## src/rtl/smul_pkg.sv

```systemverilog
package smul_pkg;
    typedef enum logic [1:0] {
        SM_IDLE  = 2'd0,
        SM_RUN   = 2'd1,
        SM_ALIGN = 2'd2,
        SM_FIN   = 2'd3
    } smul_state_e;
endpackage

```

## src/rtl/smul_abs.sv

```systemverilog
// Magnitude of an operand; the most negative value maps to 2^(W-1) unsigned.
module smul_abs #(
    parameter int W = 32
) (
    input  logic [W-1:0] val_i,
    input  logic         sgn_i,
    output logic [W-1:0] mag_o,
    output logic         neg_o
);
    always_comb begin
        neg_o = sgn_i & val_i[W-1];
        mag_o = neg_o ? (~val_i + W'(1)) : val_i;
    end
endmodule

```

## src/rtl/smul_step.sv

```systemverilog
// One iteration: conditional add into the upper half, then shift right by one.
module smul_step #(
    parameter int W = 32
) (
    input  logic [2*W-1:0] prod_i,
    input  logic [W-1:0]   mcand_i,
    output logic [2*W-1:0] prod_o
);
    logic [W:0] sum;
    always_comb begin
        sum    = {1'b0, prod_i[2*W-1:W]} + {1'b0, (prod_i[0] ? mcand_i : '0)};
        prod_o = {sum, prod_i[W-1:1]};
    end
endmodule

```

## src/rtl/smul_neg.sv

```systemverilog
module smul_neg #(
    parameter int PW = 64
) (
    input  logic [PW-1:0] val_i,
    input  logic          en_i,
    output logic [PW-1:0] val_o
);
    always_comb val_o = en_i ? (~val_i + PW'(1)) : val_i;
endmodule

```

## src/rtl/seq_mult.sv

```systemverilog
module seq_mult
    import smul_pkg::*;
#(
    parameter int WIDTH = 32
) (
    input  logic             clk,
    input  logic             rst_n,
    input  logic             start_i,
    input  logic             signed_i,
    input  logic [WIDTH-1:0] mcand_i,
    input  logic [WIDTH-1:0] mplier_i,
    output logic             busy_o,
    output logic             done_o,
    output logic [WIDTH-1:0] hi_o,
    output logic [WIDTH-1:0] lo_o
);
    localparam int PW    = 2 * WIDTH;
    localparam int CNT_W = $clog2(WIDTH + 1);
    localparam int NOPS  = 2;

    typedef struct packed {
        smul_state_e      st;
        logic [CNT_W-1:0] cnt;
        logic [WIDTH-1:0] mcand;
        logic [PW-1:0]    prod;
        logic             neg;
        logic             sgn;
        logic             done;
    } regs_t;

    regs_t q, d;

    logic [WIDTH-1:0] op_raw [NOPS];
    logic [WIDTH-1:0] op_mag [NOPS];
    logic             op_neg [NOPS];

    assign op_raw[0] = mcand_i;
    assign op_raw[1] = mplier_i;

    for (genvar g = 0; g < NOPS; g++) begin : g_abs
        smul_abs #(.W(WIDTH)) u_abs (
            .val_i (op_raw[g]),
            .sgn_i (signed_i),
            .mag_o (op_mag[g]),
            .neg_o (op_neg[g])
        );
    end

    logic [PW-1:0] step_prod, fin_prod;

    smul_step #(.W(WIDTH)) u_step (
        .prod_i  (q.prod),
        .mcand_i (q.mcand),
        .prod_o  (step_prod)
    );

    smul_neg #(.PW(PW)) u_neg (
        .val_i (q.prod),
        .en_i  (q.neg),
        .val_o (fin_prod)
    );

    always_comb begin
        d      = q;
        d.done = 1'b0;
        unique case (q.st)
            SM_IDLE: begin
                if (start_i) begin
                    d.st    = SM_RUN;
                    d.cnt   = signed_i ? CNT_W'(WIDTH - 1) : CNT_W'(WIDTH);
                    d.mcand = op_mag[0];
                    d.prod  = {{WIDTH{1'b0}}, op_mag[1]};
                    d.neg   = op_neg[0] ^ op_neg[1];
                    d.sgn   = signed_i;
                end
            end
            SM_RUN: begin
                d.prod = step_prod;
                d.cnt  = q.cnt - CNT_W'(1);
                if (q.cnt == CNT_W'(1)) begin
                    d.st = q.sgn ? SM_ALIGN : SM_FIN;
                end
            end
            SM_ALIGN: begin
                // top magnitude bit: set only for the most negative operand
                d.prod = step_prod;
                d.st   = SM_FIN;
            end
            SM_FIN: begin
                d.prod = fin_prod;
                d.st   = SM_IDLE;
                d.done = 1'b1;
            end
            default: d.st = SM_IDLE;
        endcase
    end

    always_ff @(posedge clk) begin
        if (!rst_n) begin
            q <= '0;
        end else begin
            q <= d;
        end
    end

    assign busy_o = (q.st != SM_IDLE);
    assign done_o = q.done;
    assign hi_o   = q.prod[PW-1:WIDTH];
    assign lo_o   = q.prod[WIDTH-1:0];
endmodule

```

## config.mk

```make
export PLATFORM = sky130hd
export DESIGN_NAME = seq_mult
export DESIGN_NICKNAME = d
export VERILOG_FILES = /design/src/rtl/smul_pkg.sv /design/src/rtl/smul_abs.sv /design/src/rtl/smul_step.sv /design/src/rtl/smul_neg.sv /design/src/rtl/seq_mult.sv
export SDC_FILE = /design/constraint.sdc
export NUM_CORES = 1
export LEC_CHECK = 0
export ABC_AREA = 1
export BUFFER_PORTS_ARGS = -buffer_cell sky130_fd_sc_hd__buf_2
export CORE_MARGIN = 2
export CORE_UTILIZATION = 40
export DETAILED_ROUTE_END_ITERATION = 16
export GPL_ROUTABILITY_DRIVEN = 0
export MAX_ROUTING_LAYER = met4
export SLEW_MARGIN = 20
export SYNTH_ARGS = -nofsm -noshare
export SYNTH_HDL_FRONTEND = slang
export SYNTH_SLANG_ARGS = --single-unit
```

## constraint.sdc

```tcl
create_clock -name clk -period 3.2 [get_ports clk]
set_input_delay 0.96 -clock clk [delete_from_list [all_inputs] [get_ports clk]]
set_output_delay 0.96 -clock clk [all_outputs]
set_load 0.02 [all_outputs]
```

==> results of run 1 <==
## critical path: stages (launching register included)
cell,delay [ns]
dfxtp_1,0.38
nand2_1,0.07
inv_1,0.15
ha_1,0.28
inv_1,0.09
fa_1,0.37
inv_1,0.14
nand3_1,0.09
nand3_1,0.17
nand2_1,0.07
nand2_1,0.13
nand3_1,0.10
nand2_1,0.15
nand2_1,0.07
nand2_1,0.07
nand2_1,0.04
nand2_1,0.07
nand2_1,0.06
a21oi_2,0.11
## cells in the mapped netlist (3+ instances only)
library cell,count
a21oi_1,124
a221oi_1,6
a31oi_1,10
buf_1,4
buf_2,16
buf_4,64
clkbuf_1,33
clkinv_1,3
dfxtp_1,107
ha_1,42
inv_1,312
inv_2,6
nand2_1,668
nand2_2,10
nand3_1,181
nand3_2,4
nand3_4,3
nand3b_1,12
nand4_1,27
nor2_1,248
nor2_2,7
nor2_4,8
nor3_1,25
o211ai_1,7
o21ai_0,101
o21ai_1,17
o21bai_1,4
o221ai_1,5
o22ai_1,13
or2_2,7
xnor2_1,8
xor2_1,20
## power breakdown
group / internal [mW] / total, mW / switching (mW)
logic: 1.46 / 5.04 / 3.58
clock network: 0.567 / 1.22 / 0.650
registers: 1.62 / 1.95 / 0.332
## final timing paths
| kind | startpoint | to |
|---|---|---|
| worst max register to register | q[67] | hi_o[31] |
| worst min-delay path | q[1] | q[1] |
| worst min register to register | q[1] | q[1] |
| worst max-delay path | q[67] | hi_o[31] |
## layer usage
metal,track usage (%),share of wire [%],vias to the layer above
li1,-,-,6804
met1,38.7,48,6015
met2,39.9,41,536
met3,3.31,7.8,76
met4,9.51,3.2,0
met5,-,0,-
## through the flow
| step | cell area [sq um] | hold slack (ns) | total power [mW] |
|---|---|---|---|
| finish | 12600 | 0.477 | 8.21 |
| global route | 12600 | 0.501 | 8.79 |
| CTS | 12600 | 0.476 | 8.09 |
| detailed placement | 12300 | 0.463 | 6.88 |
| global placement | 12300 | 0.450 | 6.84 |
| floorplan | 11700 | 0.441 | 5.50 |
## cell families after synthesis
family,Yosys count,share of synthesized area [%]
DFF,107,18.3
adders and majority gates,43,4.67
xor gates and xnor gates,28,2.10
AOI/OAI and AO/OA,300,14.0
and+or+nand+nor,1212,44.5
buffers and inverters,439,16.4
## layout make-up
class,count,share of cell area [%]
clock buffers,9,1.78
clock inverters,7,0.683
inverters,321,9.53
multi-input cells,1583,60.4
flip-flops and latches,107,16.9
well taps,384,3.80
repair buffers,157,6.89
## cell usage in the layout (no fill, tap or decap), types with 12 or more instances in the layout
cell	synthesis	final
nand4_1	27	27
dfxtp_1	107	107
nor3_1	25	25
nand2_1	668	668
xor2_1	20	20
buf_2	16	133
a21oi_1	124	124
nor2_1	248	247
ha_1	42	41
inv_1	312	311
o22ai_1	13	13
buf_4	64	22
o21ai_0	101	101
o21ai_1	17	17
nand3b_1	12	12
nand3_1	181	181
## flip-flops by register name (all words and copies together), names as in the netlist
signal / flops
done_o: 1
hi_o: 32
lo_o: 32
q: 42
==> reports/results.tsv, run 1 <==
stage	metric	value	unit
run	cap_violations	0	
cts	post-cts-setup-buffers	0	
cts	cts_made_buffers	9	
yosys	netlist_top_cells_area	nand2_1 21%, dfxtp_1 18%, inv_1 10%	
yosys	syn_area_per_cell	5.49	sq um
final_layout	fill_cells	3235	
global_routing	first_global_vias	12000	
detailed_routing	vias	13400	
cts	cts_tree	done	
placement	numPortBuffers	133	
floorplanning	start_util	40.7	%
timing	rsz0062_at_grt	false	
setup_path	r2r_slack	0.52	ns
power_and_ir_drop	leakage	6.76	nW
global_routing	grt_pass1_wl	64.3	mm
timing	setup-tns-final	0	ns
cts	cts_sinks	107	
cts	clock-root-buffer	clkbuf_16	
yosys	ys_ff_latch	107	
cts	clkLatencyLatePin	0.38	ns
timing	relSlewSlack	47.4	%
setup_path	worstSetupPathType	flip-flop to flip-flop	
global_routing	grt_util_all_layers	27.3	%
yosys	synth_top_area_cell	nand2_1	
detailed_routing	drt_first_pass_iters	6	
timing	fin_crit_sh	83.7	%
detailed_routing	drtIter0Drc	1337	
hold_path	worst_hold_path_type	flip-flop to flip-flop	
setup_path	crit_arrival	3.00	ns
setup_path	cp-start-kind	flip-flop	
timing	min_period	2.68	ns
yosys	synth_area	11700	sq um
setup_path	critical_path_required	3.52	ns
detailed_routing	antenna_left	0	
detailed_routing	routed_via_density	5.23	
final_layout	seq_area	2140	sq um
floorplanning	dieWidth	175	um
global_routing	grt_antenna_before_repair	0	
setup_path	crit_path_end_kind	flip-flop	
timing	fin_skew	0.0148	ns
final_layout	diodes	0	
cts	path_clk_slew	0.09	ns
detailed_routing	drt-wirelength-per-cell	16.1	um
placement	dp_cells	2552	
final_layout	fin_util	44.1	%
timing	tightestPinTransition	0.783	ns
detailed_routing	drc_errors	0	
floorplanning	die_h	175	um
final_layout	multiInputGateArea	7640	sq um
floorplanning	core	28700	sq um
cts	clock_path_buffers	2	
floorplanning	dieArea	30600	sq um
power_and_ir_drop	power_density	649	nW/um^2
yosys	async_reset_ff_share	0	%
timing	slew_viol_final	0	
detailed_routing	wl	41.4	mm
placement	place_ws	0.539	ns
timing	layout_setup_ws	0.520	ns
placement	dp_hpwl	33.7	mm
hold_path	hold_path_depth	2	
cts	cts_hold_buf	0	
yosys	yosys.cell_types.count	49	
yosys	ys.warnings.count	0	
timing	fmax	373	MHz
global_routing	grt_max_degree	48	
floorplanning	rows	62	
status	status	completed	
yosys	synthCells	2129	
yosys	yosys.area.top_type_share	21.5	%
final_layout	drive_gt1_share	10.6	%
floorplanning	io_pins	134	
power_and_ir_drop	peakVddDrop	0.495	mV
cts	postCtsResizedCells	0	
yosys	ys_seq_area_share	18.3	%
final_layout	synthToLayoutAreaGrowth	8.23	%
global_routing	overflow	0	
timing	hold_violations	0	
yosys	synth_nets	2240	
yosys	synth-edff-count	0	
final_layout	instances_no_fill	2568	
final_layout	layout.nets	2290	
setup_path	rr_worst_depth	18	
yosys	ys.flop_type	dfxtp_1	
cts	cts_htree_levels	3	
setup_path	crit_fanout	5	
timing	setup_viol	0	
Note: power is estimated with default switching activity, not from simulation.
==> run 2, diff against run 1 <==
clock period = 2.5 ns   (was 3.2 ns; I/O delays follow)
==> run 2 against run 1 <==
Compared with the run above:
- highest routed layer unchanged
- via count increased by 3.1%
- core utilization rose by 2.7 points
- clock skew increased by 0.013 ns
- combinational power grew 36%
- sequential power increased by 28%
==> reports/results.tsv, run 2 (synthesized netlist as in run 1, its figures left out) <==
stage	metric	value	unit
timing	setup_viol	0	
global_routing	overflow	0	
global_routing	grt_antenna_before_repair	0	
setup_path	worstSetupPathType	flip-flop to flip-flop	
timing	whs	0.467	ns
global_routing	grt_pass1_wl	67.2	mm
cts	cts_tree	done	
detailed_routing	wl_met1	20.2	mm
detailed_routing	wl	43.9	mm
final_layout	final_common_cell	nand2_1	
timing	setup-tns-final	0	ns
final_layout	synthToLayoutAreaGrowth	14.9	%
detailed_routing	drt-wirelength-per-cell	16.7	um
timing	layout_setup_ws	0.0413	ns
final_layout	diodes	0	
timing	fin_crit_sh	98.3	%
cts	clkLatencyLatePin	0.39	ns
final_layout	drive_gt1_share	15.4	%
floorplanning	core	28700	sq um
cts	cts_made_buffers	9	
floorplanning	rows	62	
timing	hold_violations	0	
cts	cts_sinks	107	
detailed_routing	wl_met3	3.85	mm
floorplanning	io_pins	134	
detailed_routing	drt_first_pass_iters	6	
placement	place_ws	-0.0750	ns
detailed_routing	vias	13800	
timing	tightestPinTransition	0.584	ns
global_routing	grt_util_all_layers	28.8	%
final_layout	largest_reg_flops	42	
final_layout	top_register	q	
run	cap_violations	0	
setup_path	critPathSlowestCell	dfxtp_4	
detailed_routing	routed_via_density	5.27	
final_layout	instances_no_fill	2629	
setup_path	crit_fanout	8	
final_layout	layout_common_cells	651 x nand2_1, 311 x inv_1, 238 x nor2_1	
floorplanning	start_util	40.7	%
power_and_ir_drop	peakVddDrop	0.677	mV
setup_path	cp-start-kind	flip-flop	
setup_path	path_cells	clkbuf_16 -> nand2_1 -> inv_1 -> ha_1 -> nand2_1 -> inv_1 -> nand2_1 -> nand2_1 -> nand2_1 -> nand3_1 -> a21oi_1 -> o21ai_0 -> buf_4 -> o21ai_0 -> nand2_1 -> a21oi_1	
setup_path	critical_path_required	2.81	ns
timing	slew_viol_final	0	
cts	clock_path_buffers	2	
detailed_routing	met2_length	18.4	mm
setup_path	cpPeakStageDelay	0.37	ns
global_routing	first_global_vias	12300	
cts	path_clk_slew	0.09	ns
setup_path	cp_common_cell	nand2_1	
status	status	completed	
power_and_ir_drop	power_density	810	nW/um^2
detailed_routing	drc_errors	0	
final_layout	layout.nets	2351	
setup_path	crit_arrival	2.77	ns
placement	numPortBuffers	133	
placement	dp_hpwl	35.2	mm
cts	clock-root-buffer	clkbuf_16	
detailed_routing	topRoutingLayerUsed	met4	
cts	cts_htree_levels	3	
detailed_routing	antenna_left	0	
floorplanning	die_h	175	um
hold_path	worst_hold_path_type	flip-flop to flip-flop	
floorplanning	dieArea	30600	sq um
timing	relSlewSlack	61.1	%
setup_path	crit_path_end_kind	flip-flop	
cts	cts_hold_buf	0	
timing	fin_skew	0.0282	ns
placement	dp_cells	2610	
timing	min_period	2.46	ns
detailed_routing	drtIter0Drc	1436	
power_and_ir_drop	power	10.9	mW
global_routing	grt_max_degree	51	
floorplanning	dieWidth	175	um
power_and_ir_drop	leakage	7.11	nW
timing	fmax	407	MHz
-- run 2: cell count changes in the layout (fill, tap and decap cells not counted), moves of 4 or more --
cell | before | now
ha_1 | 41 | 26
nor2_2 | 7 | 14
nand2_2 | 10 | 26
a21oi_1 | 124 | 118
nand2_1 | 668 | 651
nor2_1 | 247 | 238
buf_4 | 22 | 79
ha_2 | 1 | 5
ha_4 | 0 | 11
a21oi_2 | 2 | 8
-- run 2: area by class of cell --
cell class              count  area, sq um
clock buffers              10          239
clock inverters             6         65.1
fillers                  3195        15300
inverters                 321         1210
multi-input cells        1583         7910
flip-flops and latches    107         2150
well taps                 384          480
repair buffers            218         1380
-- run 2: worst paths after layout --
| kind | startpoint | to | slack (ns) | depth (start not counted) |
|---|---|---|---|---|
| worst min register to register | q[2] | q[2] | 0.47 | 2 |
| worst max register to register | lo_o[0] | hi_o[9] | 0.04 | 16 |
| worst min-delay path | q[2] | q[2] | 0.47 | 2 |
| worst max-delay path | lo_o[0] | hi_o[9] | 0.04 | 16 |
-- run 2: worst max-delay path: cells and delay by family, from the launching register on --
kind / cells / cell delay [ns]
AOI/OAI and AO/OA: 4 / 0.53
DFF: 1 / 0.37
buffers and inverters: 4 / 0.44
and+or+nand+nor: 7 / 0.71
adders and majority gates: 1 / 0.34
-- run 2: layer usage --
layer  track usage [%]  vias up
met5                 -        -
met4              9.65        0
met3              4.37       78
met2              42.2      615
met1              40.3     6223
li1                  -     6932
-- run 2: power breakdown --
group	internal (mW)	total [mW]	leakage [nW]	switching (mW)
combinational	2.10	6.85	6.08	4.75
sequential	2.07	2.50	0.877	0.423
clock	0.737	1.54	0.150	0.803
total	4.91	10.9	7.11	5.98
-- run 2: through the flow --
step	instance area, sq um	utilization (%)
floorplan	11700	-
global placement	12800	44.6
detailed placement	12800	44.6
CTS	13100	45.7
global route	13400	46.8
finish	13400	46.8
-- run 2: what timing repair did --
action	4_1_cts	5_1_grt
pin swaps	0	7
buffers inserted	0	2
endpoints found under the setup margin	6	24
resized for setup	4	63
gates cloned	0	1
